`config.mk`:
```
export PLATFORM = sky130hd
export DESIGN_NAME = fxp_alu
export DESIGN_NICKNAME = d
export VERILOG_FILES = /design/src/rtl/fxp_pkg.sv /design/src/rtl/fxp_mul_full.sv /design/src/rtl/fxp_mul_narrow.sv /design/src/rtl/fxp_from_float.sv /design/src/rtl/fxp_to_float.sv /design/src/rtl/fxp_alu.sv
export SDC_FILE = /design/constraint.sdc
export NUM_CORES = 2
export LEC_CHECK = 0
export CAP_MARGIN = 20
export CORE_ASPECT_RATIO = 0.7
export CORE_MARGIN = 10
export CORE_UTILIZATION = 41
export CTS_BUF_LIST = sky130_fd_sc_hd__clkbuf_4 sky130_fd_sc_hd__clkbuf_8 sky130_fd_sc_hd__clkbuf_16
export DETAILED_ROUTE_END_ITERATION = 7
export DONT_BUFFER_PORTS = 1
export PLACE_DENSITY = 0.66
export SYNTH_ARGS = -nofsm -noshare
export SYNTH_HDL_FRONTEND = slang
export SYNTH_SLANG_ARGS = --single-unit
```
`constraint.sdc`:
```
create_clock -name clk -period 2.4 [get_ports clk]
set_clock_uncertainty 0.05 [all_clocks]
set_input_delay 0.6 -clock clk [delete_from_list [all_inputs] [get_ports clk]]
set_output_delay 0.6 -clock clk [all_outputs]
set_load 0.03 [all_outputs]
```
`src/rtl/fxp_pkg.sv`:
```
package fxp_pkg;

  localparam int unsigned OP_W = 3;

  typedef enum logic [OP_W-1:0] {
    OP_ADD       = 3'd0,
    OP_SUB       = 3'd1,
    OP_MUL_FULL  = 3'd2,
    OP_MUL_RANGE = 3'd3,
    OP_MUL_PREC  = 3'd4,
    OP_FLT2FX    = 3'd5,
    OP_FX2FLT    = 3'd6,
    OP_RESERVED  = 3'd7
  } op_e;

  // single-precision field layout
  localparam int SP_EXP_W = 8;
  localparam int SP_MAN_W = 23;
  localparam int SP_BIAS  = 127;

endpackage

```
`src/rtl/fxp_mul_full.sv`:
```
module fxp_mul_full #(
  parameter int W = 32,
  parameter int F = 19
) (
  input  logic signed [W-1:0] a,
  input  logic signed [W-1:0] b,
  output logic        [W-1:0] y,
  output logic                ovf
);
  localparam int PW = 2 * W;
  localparam logic [W-1:0] SAT_MAX = {1'b0, {(W-1){1'b1}}};
  localparam logic [W-1:0] SAT_MIN = {1'b1, {(W-1){1'b0}}};

  logic signed [PW-1:0] prod;
  logic signed [PW-1:0] scaled;
  logic        [PW-W:0] upper;

  always_comb begin
    prod   = a * b;
    scaled = prod >>> F;
    upper  = scaled[PW-1:W-1];
    ovf    = !((&upper) || !(|upper));
    if (ovf) y = scaled[PW-1] ? SAT_MIN : SAT_MAX;
    else     y = scaled[W-1:0];
  end
endmodule

```
`src/rtl/fxp_mul_narrow.sv`:
```
module fxp_mul_narrow #(
  parameter int W    = 32,
  parameter int PRE  = 9,
  parameter int POST = 1
) (
  input  logic signed [W-1:0] a,
  input  logic signed [W-1:0] b,
  output logic        [W-1:0] y
);
  logic signed [W-1:0] pa;
  logic signed [W-1:0] pb;
  logic signed [W-1:0] pr;

  always_comb begin
    pa = a >>> PRE;
    pb = b >>> PRE;
    pr = pa * pb;
    y  = pr >>> POST;
  end
endmodule

```
`src/rtl/fxp_from_float.sv`:
```
module fxp_from_float
  import fxp_pkg::*;
#(
  parameter int W = 32,
  parameter int F = 19
) (
  input  logic [31:0]  f,
  output logic [W-1:0] y,
  output logic         ovf
);
  localparam int MW       = W + 1;
  localparam int SHIFT_OF = F - SP_MAN_W - SP_BIAS;
  localparam int K_LIMIT  = W - SP_MAN_W;
  localparam logic [W-1:0]  SAT_MAX = {1'b0, {(W-1){1'b1}}};
  localparam logic [W-1:0]  SAT_MIN = {1'b1, {(W-1){1'b0}}};
  localparam logic [MW-1:0] MAG_POS = {2'b00, {(W-1){1'b1}}};
  localparam logic [MW-1:0] MAG_NEG = {2'b01, {(W-1){1'b0}}};

  logic                sgn;
  logic [SP_EXP_W-1:0] ex;
  logic [SP_MAN_W-1:0] fr;
  logic [MW-1:0]       sig;
  logic [MW-1:0]       mag;
  int                  k;

  always_comb begin
    sgn = f[31];
    ex  = f[30:SP_MAN_W];
    fr  = f[SP_MAN_W-1:0];
    sig = {{(MW-SP_MAN_W-1){1'b0}}, 1'b1, fr};
    k   = int'(ex) + SHIFT_OF;
    mag = '0;
    y   = '0;
    ovf = 1'b0;
    if (ex == '0) begin
      y = '0;
    end else if (ex == '1) begin
      ovf = 1'b1;
      y   = (fr != '0) ? '0 : (sgn ? SAT_MIN : SAT_MAX);
    end else if (k >= K_LIMIT) begin
      ovf = 1'b1;
      y   = sgn ? SAT_MIN : SAT_MAX;
    end else begin
      if (k >= 0) mag = sig << k;
      else        mag = sig >> (-k);
      if (!sgn) begin
        if (mag > MAG_POS) begin
          ovf = 1'b1;
          y   = SAT_MAX;
        end else begin
          y = mag[W-1:0];
        end
      end else begin
        if (mag > MAG_NEG) begin
          ovf = 1'b1;
          y   = SAT_MIN;
        end else begin
          y = (~mag[W-1:0]) + 1'b1;
        end
      end
    end
  end
endmodule

```
`src/rtl/fxp_to_float.sv`:
```
module fxp_to_float
  import fxp_pkg::*;
#(
  parameter int W = 32,
  parameter int F = 19
) (
  input  logic [W-1:0] x,
  output logic [31:0]  f
);
  logic [W-1:0]        mag;
  logic [W-1:0]        norm;
  logic [SP_EXP_W-1:0] ex;
  int                  p;

  always_comb begin
    mag = x[W-1] ? ((~x) + 1'b1) : x;
    p   = 0;
    for (int i = 0; i < W; i++) begin
      if (mag[i]) p = i;
    end
    norm = mag << (W - 1 - p);
    ex   = SP_EXP_W'(p - F + SP_BIAS);
    if (mag == '0) f = '0;
    else           f = {x[W-1], ex, norm[W-2 -: SP_MAN_W]};
  end
endmodule

```
`src/rtl/fxp_alu.sv`:
```
module fxp_alu
  import fxp_pkg::*;
#(
  parameter int WORD_W   = 32,
  parameter int FRAC_W   = 19,
  parameter int RNG_PRE  = 9,
  parameter int RNG_POST = 1,
  parameter int PRC_PRE  = 7,
  parameter int PRC_POST = 5
) (
  input  logic              clk,
  input  logic              rst_n,
  input  logic              in_valid,
  output logic              in_ready,
  input  logic [OP_W-1:0]   in_op,
  input  logic [WORD_W-1:0] in_a,
  input  logic [WORD_W-1:0] in_b,
  output logic              out_valid,
  input  logic              out_ready,
  output logic [WORD_W-1:0] out_data,
  output logic              out_ovf
);
  localparam logic [WORD_W-1:0] SAT_MAX = {1'b0, {(WORD_W-1){1'b1}}};
  localparam logic [WORD_W-1:0] SAT_MIN = {1'b1, {(WORD_W-1){1'b0}}};

  logic signed [WORD_W:0] sum_w;
  logic signed [WORD_W:0] dif_w;
  logic [WORD_W-1:0] mulf_y, mulr_y, mulp_y, f2x_y, x2f_y;
  logic              mulf_ovf, f2x_ovf;
  logic [WORD_W-1:0] res_d;
  logic              ovf_d;
  logic              take;

  fxp_mul_full #(.W(WORD_W), .F(FRAC_W)) u_mul_full (
    .a(in_a), .b(in_b), .y(mulf_y), .ovf(mulf_ovf)
  );

  fxp_mul_narrow #(.W(WORD_W), .PRE(RNG_PRE), .POST(RNG_POST)) u_mul_range (
    .a(in_a), .b(in_b), .y(mulr_y)
  );

  fxp_mul_narrow #(.W(WORD_W), .PRE(PRC_PRE), .POST(PRC_POST)) u_mul_prec (
    .a(in_a), .b(in_b), .y(mulp_y)
  );

  fxp_from_float #(.W(WORD_W), .F(FRAC_W)) u_from_float (
    .f(in_a[31:0]), .y(f2x_y), .ovf(f2x_ovf)
  );

  fxp_to_float #(.W(WORD_W), .F(FRAC_W)) u_to_float (
    .x(in_a), .f(x2f_y)
  );

  always_comb begin
    sum_w = {in_a[WORD_W-1], in_a} + {in_b[WORD_W-1], in_b};
    dif_w = {in_a[WORD_W-1], in_a} - {in_b[WORD_W-1], in_b};
    res_d = '0;
    ovf_d = 1'b0;
    case (op_e'(in_op))
      OP_ADD: begin
        ovf_d = sum_w[WORD_W] != sum_w[WORD_W-1];
        res_d = ovf_d ? (sum_w[WORD_W] ? SAT_MIN : SAT_MAX) : sum_w[WORD_W-1:0];
      end
      OP_SUB: begin
        ovf_d = dif_w[WORD_W] != dif_w[WORD_W-1];
        res_d = ovf_d ? (dif_w[WORD_W] ? SAT_MIN : SAT_MAX) : dif_w[WORD_W-1:0];
      end
      OP_MUL_FULL: begin
        res_d = mulf_y;
        ovf_d = mulf_ovf;
      end
      OP_MUL_RANGE: res_d = mulr_y;
      OP_MUL_PREC:  res_d = mulp_y;
      OP_FLT2FX: begin
        res_d = f2x_y;
        ovf_d = f2x_ovf;
      end
      OP_FX2FLT:    res_d = x2f_y;
      default: begin
        res_d = '0;
        ovf_d = 1'b0;
      end
    endcase
  end

  assign in_ready = !out_valid || out_ready;
  assign take     = in_valid && in_ready;

  always_ff @(posedge clk or negedge rst_n) begin
    if (!rst_n) begin
      out_valid <= 1'b0;
      out_data  <= '0;
      out_ovf   <= 1'b0;
    end else if (take) begin
      out_valid <= 1'b1;
      out_data  <= res_d;
      out_ovf   <= ovf_d;
    end else if (out_ready) begin
      out_valid <= 1'b0;
    end
  end
endmodule

```
==> results.txt <==
* Result of the run: finished, violations left
- The final reports fail on negative setup slack.
* Net Count, Synth: 9530
* Gr busiest metal: met1
- Crit end category: flop
* HPWL after DPL: 245000 um
- Yosys mapped a number of flops with a built-in enable equal to 0.
- The clock passes through at most 2 buffers.
- Layout cell share with drive strength beyond 1: 25.9%
- Die width: 495 um
* Total core area: 156000 sq um
* Slew HR: 37.8%
* Post-layout minimum cycle time: around 9 ns
* Final routed wirelength across all metal layers: 301000 um
* Top cell by count, worst path: sky130_fd_sc_hd__fa_1
- Fraction of post-synthesis cell area in the top cell type by area: 43.2%
- Critical Path Fanout Max: 116
- Drt wl/cell: 27.0 um
* TritonCTS buffer count: 5
- Across the run, the number of max-cap violations was 0.
- Global routing used between 30% and 40% of the available tracks across all layers.
- DR vias: 63863
- Async SR Flop Fraction: 100%
- Clock Root Buffer: sky130_fd_sc_hd__clkbuf_16
* Antenna violations before repair: 18
- Period utilization: 375%
* Number of unique standard cell types used by synthesis: roughly 110
- Maximum single-stage delay on the critical path: just under 0.6 ns
- Total of warnings raised by yosys: 0
- Synthesized netlist cell count: 7570
- After synthesis, flip-flops and latches occupy between 1 and 1.5% of the total area.
- Clock latency of the later-clocked register in the worst-skew pair: 0.33 ns
* Number of failing hold endpoints at the final stage: 0
- TritonCTS clock tree: yes
- DRT Pass-1 Iters: 8
- Slowest CP cell: sky130_fd_sc_hd__fa_1
- Met2 usage in global routing: 47.3%
- In this run the count of I/O pins placed on the die edge is ~110.
* Final total negative setup slack: -213.37 ns
- Worst Setup Start Kind: input pin
* Via count of the first global-routing pass: around 66000
- Met3 GRT Util: 10.3%
- The largest total area in the synthesized netlist belongs to sky130_fd_sc_hd__fa_1.
- The worst hold path belongs to the class input pin to async pin.
* RSZ-0062 raised after global routing: true
- Fmax: 111 MHz
- Overflow left after global routing: 0
- The count of nets left with antenna violations once routing finished came out at 0.
- Total number of nets in the final design: 11011
- For met1 alone, demand over resource in global routing was 49.2%.
* Clock net sink count: 34
- Data arrives at the worst endpoint at 9.14 ns.
- In the post-synthesis netlist, the biggest area contributors are sky130_fd_sc_hd__fa_1 (43%), sky130_fd_sc_hd__ha_1 (9.5%), sky130_fd_sc_hd__inv_1 (9.1%).
* Initial core utilization: about two fifths
- In this run the mean area of a mapped cell was approximately 8.5 sq um.
- First-pass GRT wire length: about 440000 um
- After layout, the worst setup slack is -6.60 ns.
- For the pin with the worst max-slew slack, the measured transition is 0.924 ns.
* Most instantiated cells after synthesis: sky130_fd_sc_hd__inv_1 (1570), sky130_fd_sc_hd__fa_1 (1396), sky130_fd_sc_hd__nand2_1 (708)
* Pins over their slew limit: 0
- The worst setup path is of the input pin to flop kind.
- Max H-tree Level: 2
* Top flip-flop cell by instance count after synthesis: sky130_fd_sc_hd__dfrtp_1
* Endpoints failing setup: 33
- Std-Cell Rows: around 120
* DR iter-0 viols: between 7000 and 8000
* Final Wtd Congestion: 1.05
* DRC violations left: 0
- FF+latch count, synth: 34
* Cell with the most instances after synthesis: sky130_fd_sc_hd__inv_1
- Post-synthesis cell area: 64700 sq um
- Maximum number of pins on one net before global-route repair: 117
- The floorplan step set the die height to 352 um.
- Area overhead of the layout relative to synthesis: 27.6%
* Number of port buffers: 0
- Die Footprint: 174000 sq um
* Ratio of routed vias to standard cells: 5.73
- At the worst endpoint, the required time is 2.55 ns.
* Clock slew at the register clock pins of the worst setup and hold paths: 0.09 ns
-- cells by family (layout without fill, tap and decap cells) --
kind of cell	after synthesis	after routing	synth area share, %
simple gates	2113	2113	15.9
mux	172	172	3.22
other cells	0	12	0
flops	34	34	1.32
fa+ha+maj	1889	1889	52.8
buf+inv	2005	3487	11.8
compound gates	1135	1135	11.9
xor+xnor	222	222	3.02
-- path summary, 6_finish.rpt --
| check | start | end | slack [ns] | cells past startpoint |
|---|---|---|---|---|
| setup reg to reg | out_valid | out_data[4] | 0.10 | 8 |
| max in group asynchronous | rst_n | out_data[19] | 1.97 | 1 |
| min in group clk | in_valid | out_valid | 0.33 | 1 |
| hold reg to reg | out_valid | out_valid | 0.71 | 3 |
| setup / recovery | in_a[23] | out_data[8] | -6.60 | 32 |
| hold / removal | rst_n | out_valid | 0.04 | 1 |
-- cell usage in the layout (no fill, tap or decap), drive strengths merged, types with 23 or more instances in the layout --
master and count:
mux2 53, dfrtp 34, a2111oi 30, buf 1893, nand2b 53, a31oi 56
mux2i 97, o21ai 199, ha 493, xor2 60, o31ai 30, or3 33
xnor2 162, nor2b 26, nand4 60, nor2 462, o22ai 23, nand2 710
o21a 48, o211ai 43, a21oi 291, a21o 63, o21bai 31, nor3 89
nor4 51, inv 1567, fa 1396, and3 34, nand3 103, a211oi 55
and2 383
-- registers in the layout, summed over array words and instances, names as in the netlist --
| register | flops |
|---|---|
| out_data | 32 |
| out_ovf | 1 |
| out_valid | 1 |
-- final cells by class --
| class | count | area, sq um |
|---|---|---|
| fill | 14494 | 73600 |
| tap | 2091 | 2620 |
| multi-input combinational | 5531 | 57900 |
| inverter | 1586 | 6020 |
| clock buffer | 6 | 139 |
| timing repair buffer | 1893 | 15000 |
| antenna | 12 | 30.0 |
| sequential | 34 | 851 |
| clock inverter | 2 | 12.5 |
-- stage by stage --
step	area (sq um)	setup WS, ns	std cells	util, %	hold WS [ns]
finish	82500	-6.60	11155	52.9	0.0350
CTS	81300	-6.29	11113	52.1	0.0360
global placement	80100	-7.32	11077	51.3	0.256
global route	82500	-6.67	11143	52.8	0.0485
detailed placement	80100	-7.36	11077	51.3	0.255
floorplan	64900	-7.53	7570	-	0.254
-- metal layers --
metal / routed length, um / vias to the layer above
met5: 113 / -
met4: 13100 / 14
met3: 39200 / 626
met2: 121000 / 3979
met1: 128000 / 32258
li1: - / 26986
-- worst max-delay path: cells and delay by family --
kind / cells / cell delay, ns
and+or+nand+nor: 4 / 0.89
AOI/OAI and AO/OA: 8 / 1.63
adders and majority gates: 9 / 4.31
buffers and inverters: 11 / 1.48
-- timing repair --
action	in CTS	in global routing
cloned	1	0
pin swaps	56	98
setup buffers	26	33
endpoints found under the setup margin	33	33
gates resized for setup	215	202
hold endpoints to repair	34	0
hold buffers	1	0
Power is left out: the tool's default activity adds up to more than one toggle a clock period on the data nets, which glitch-free logic cannot reach.
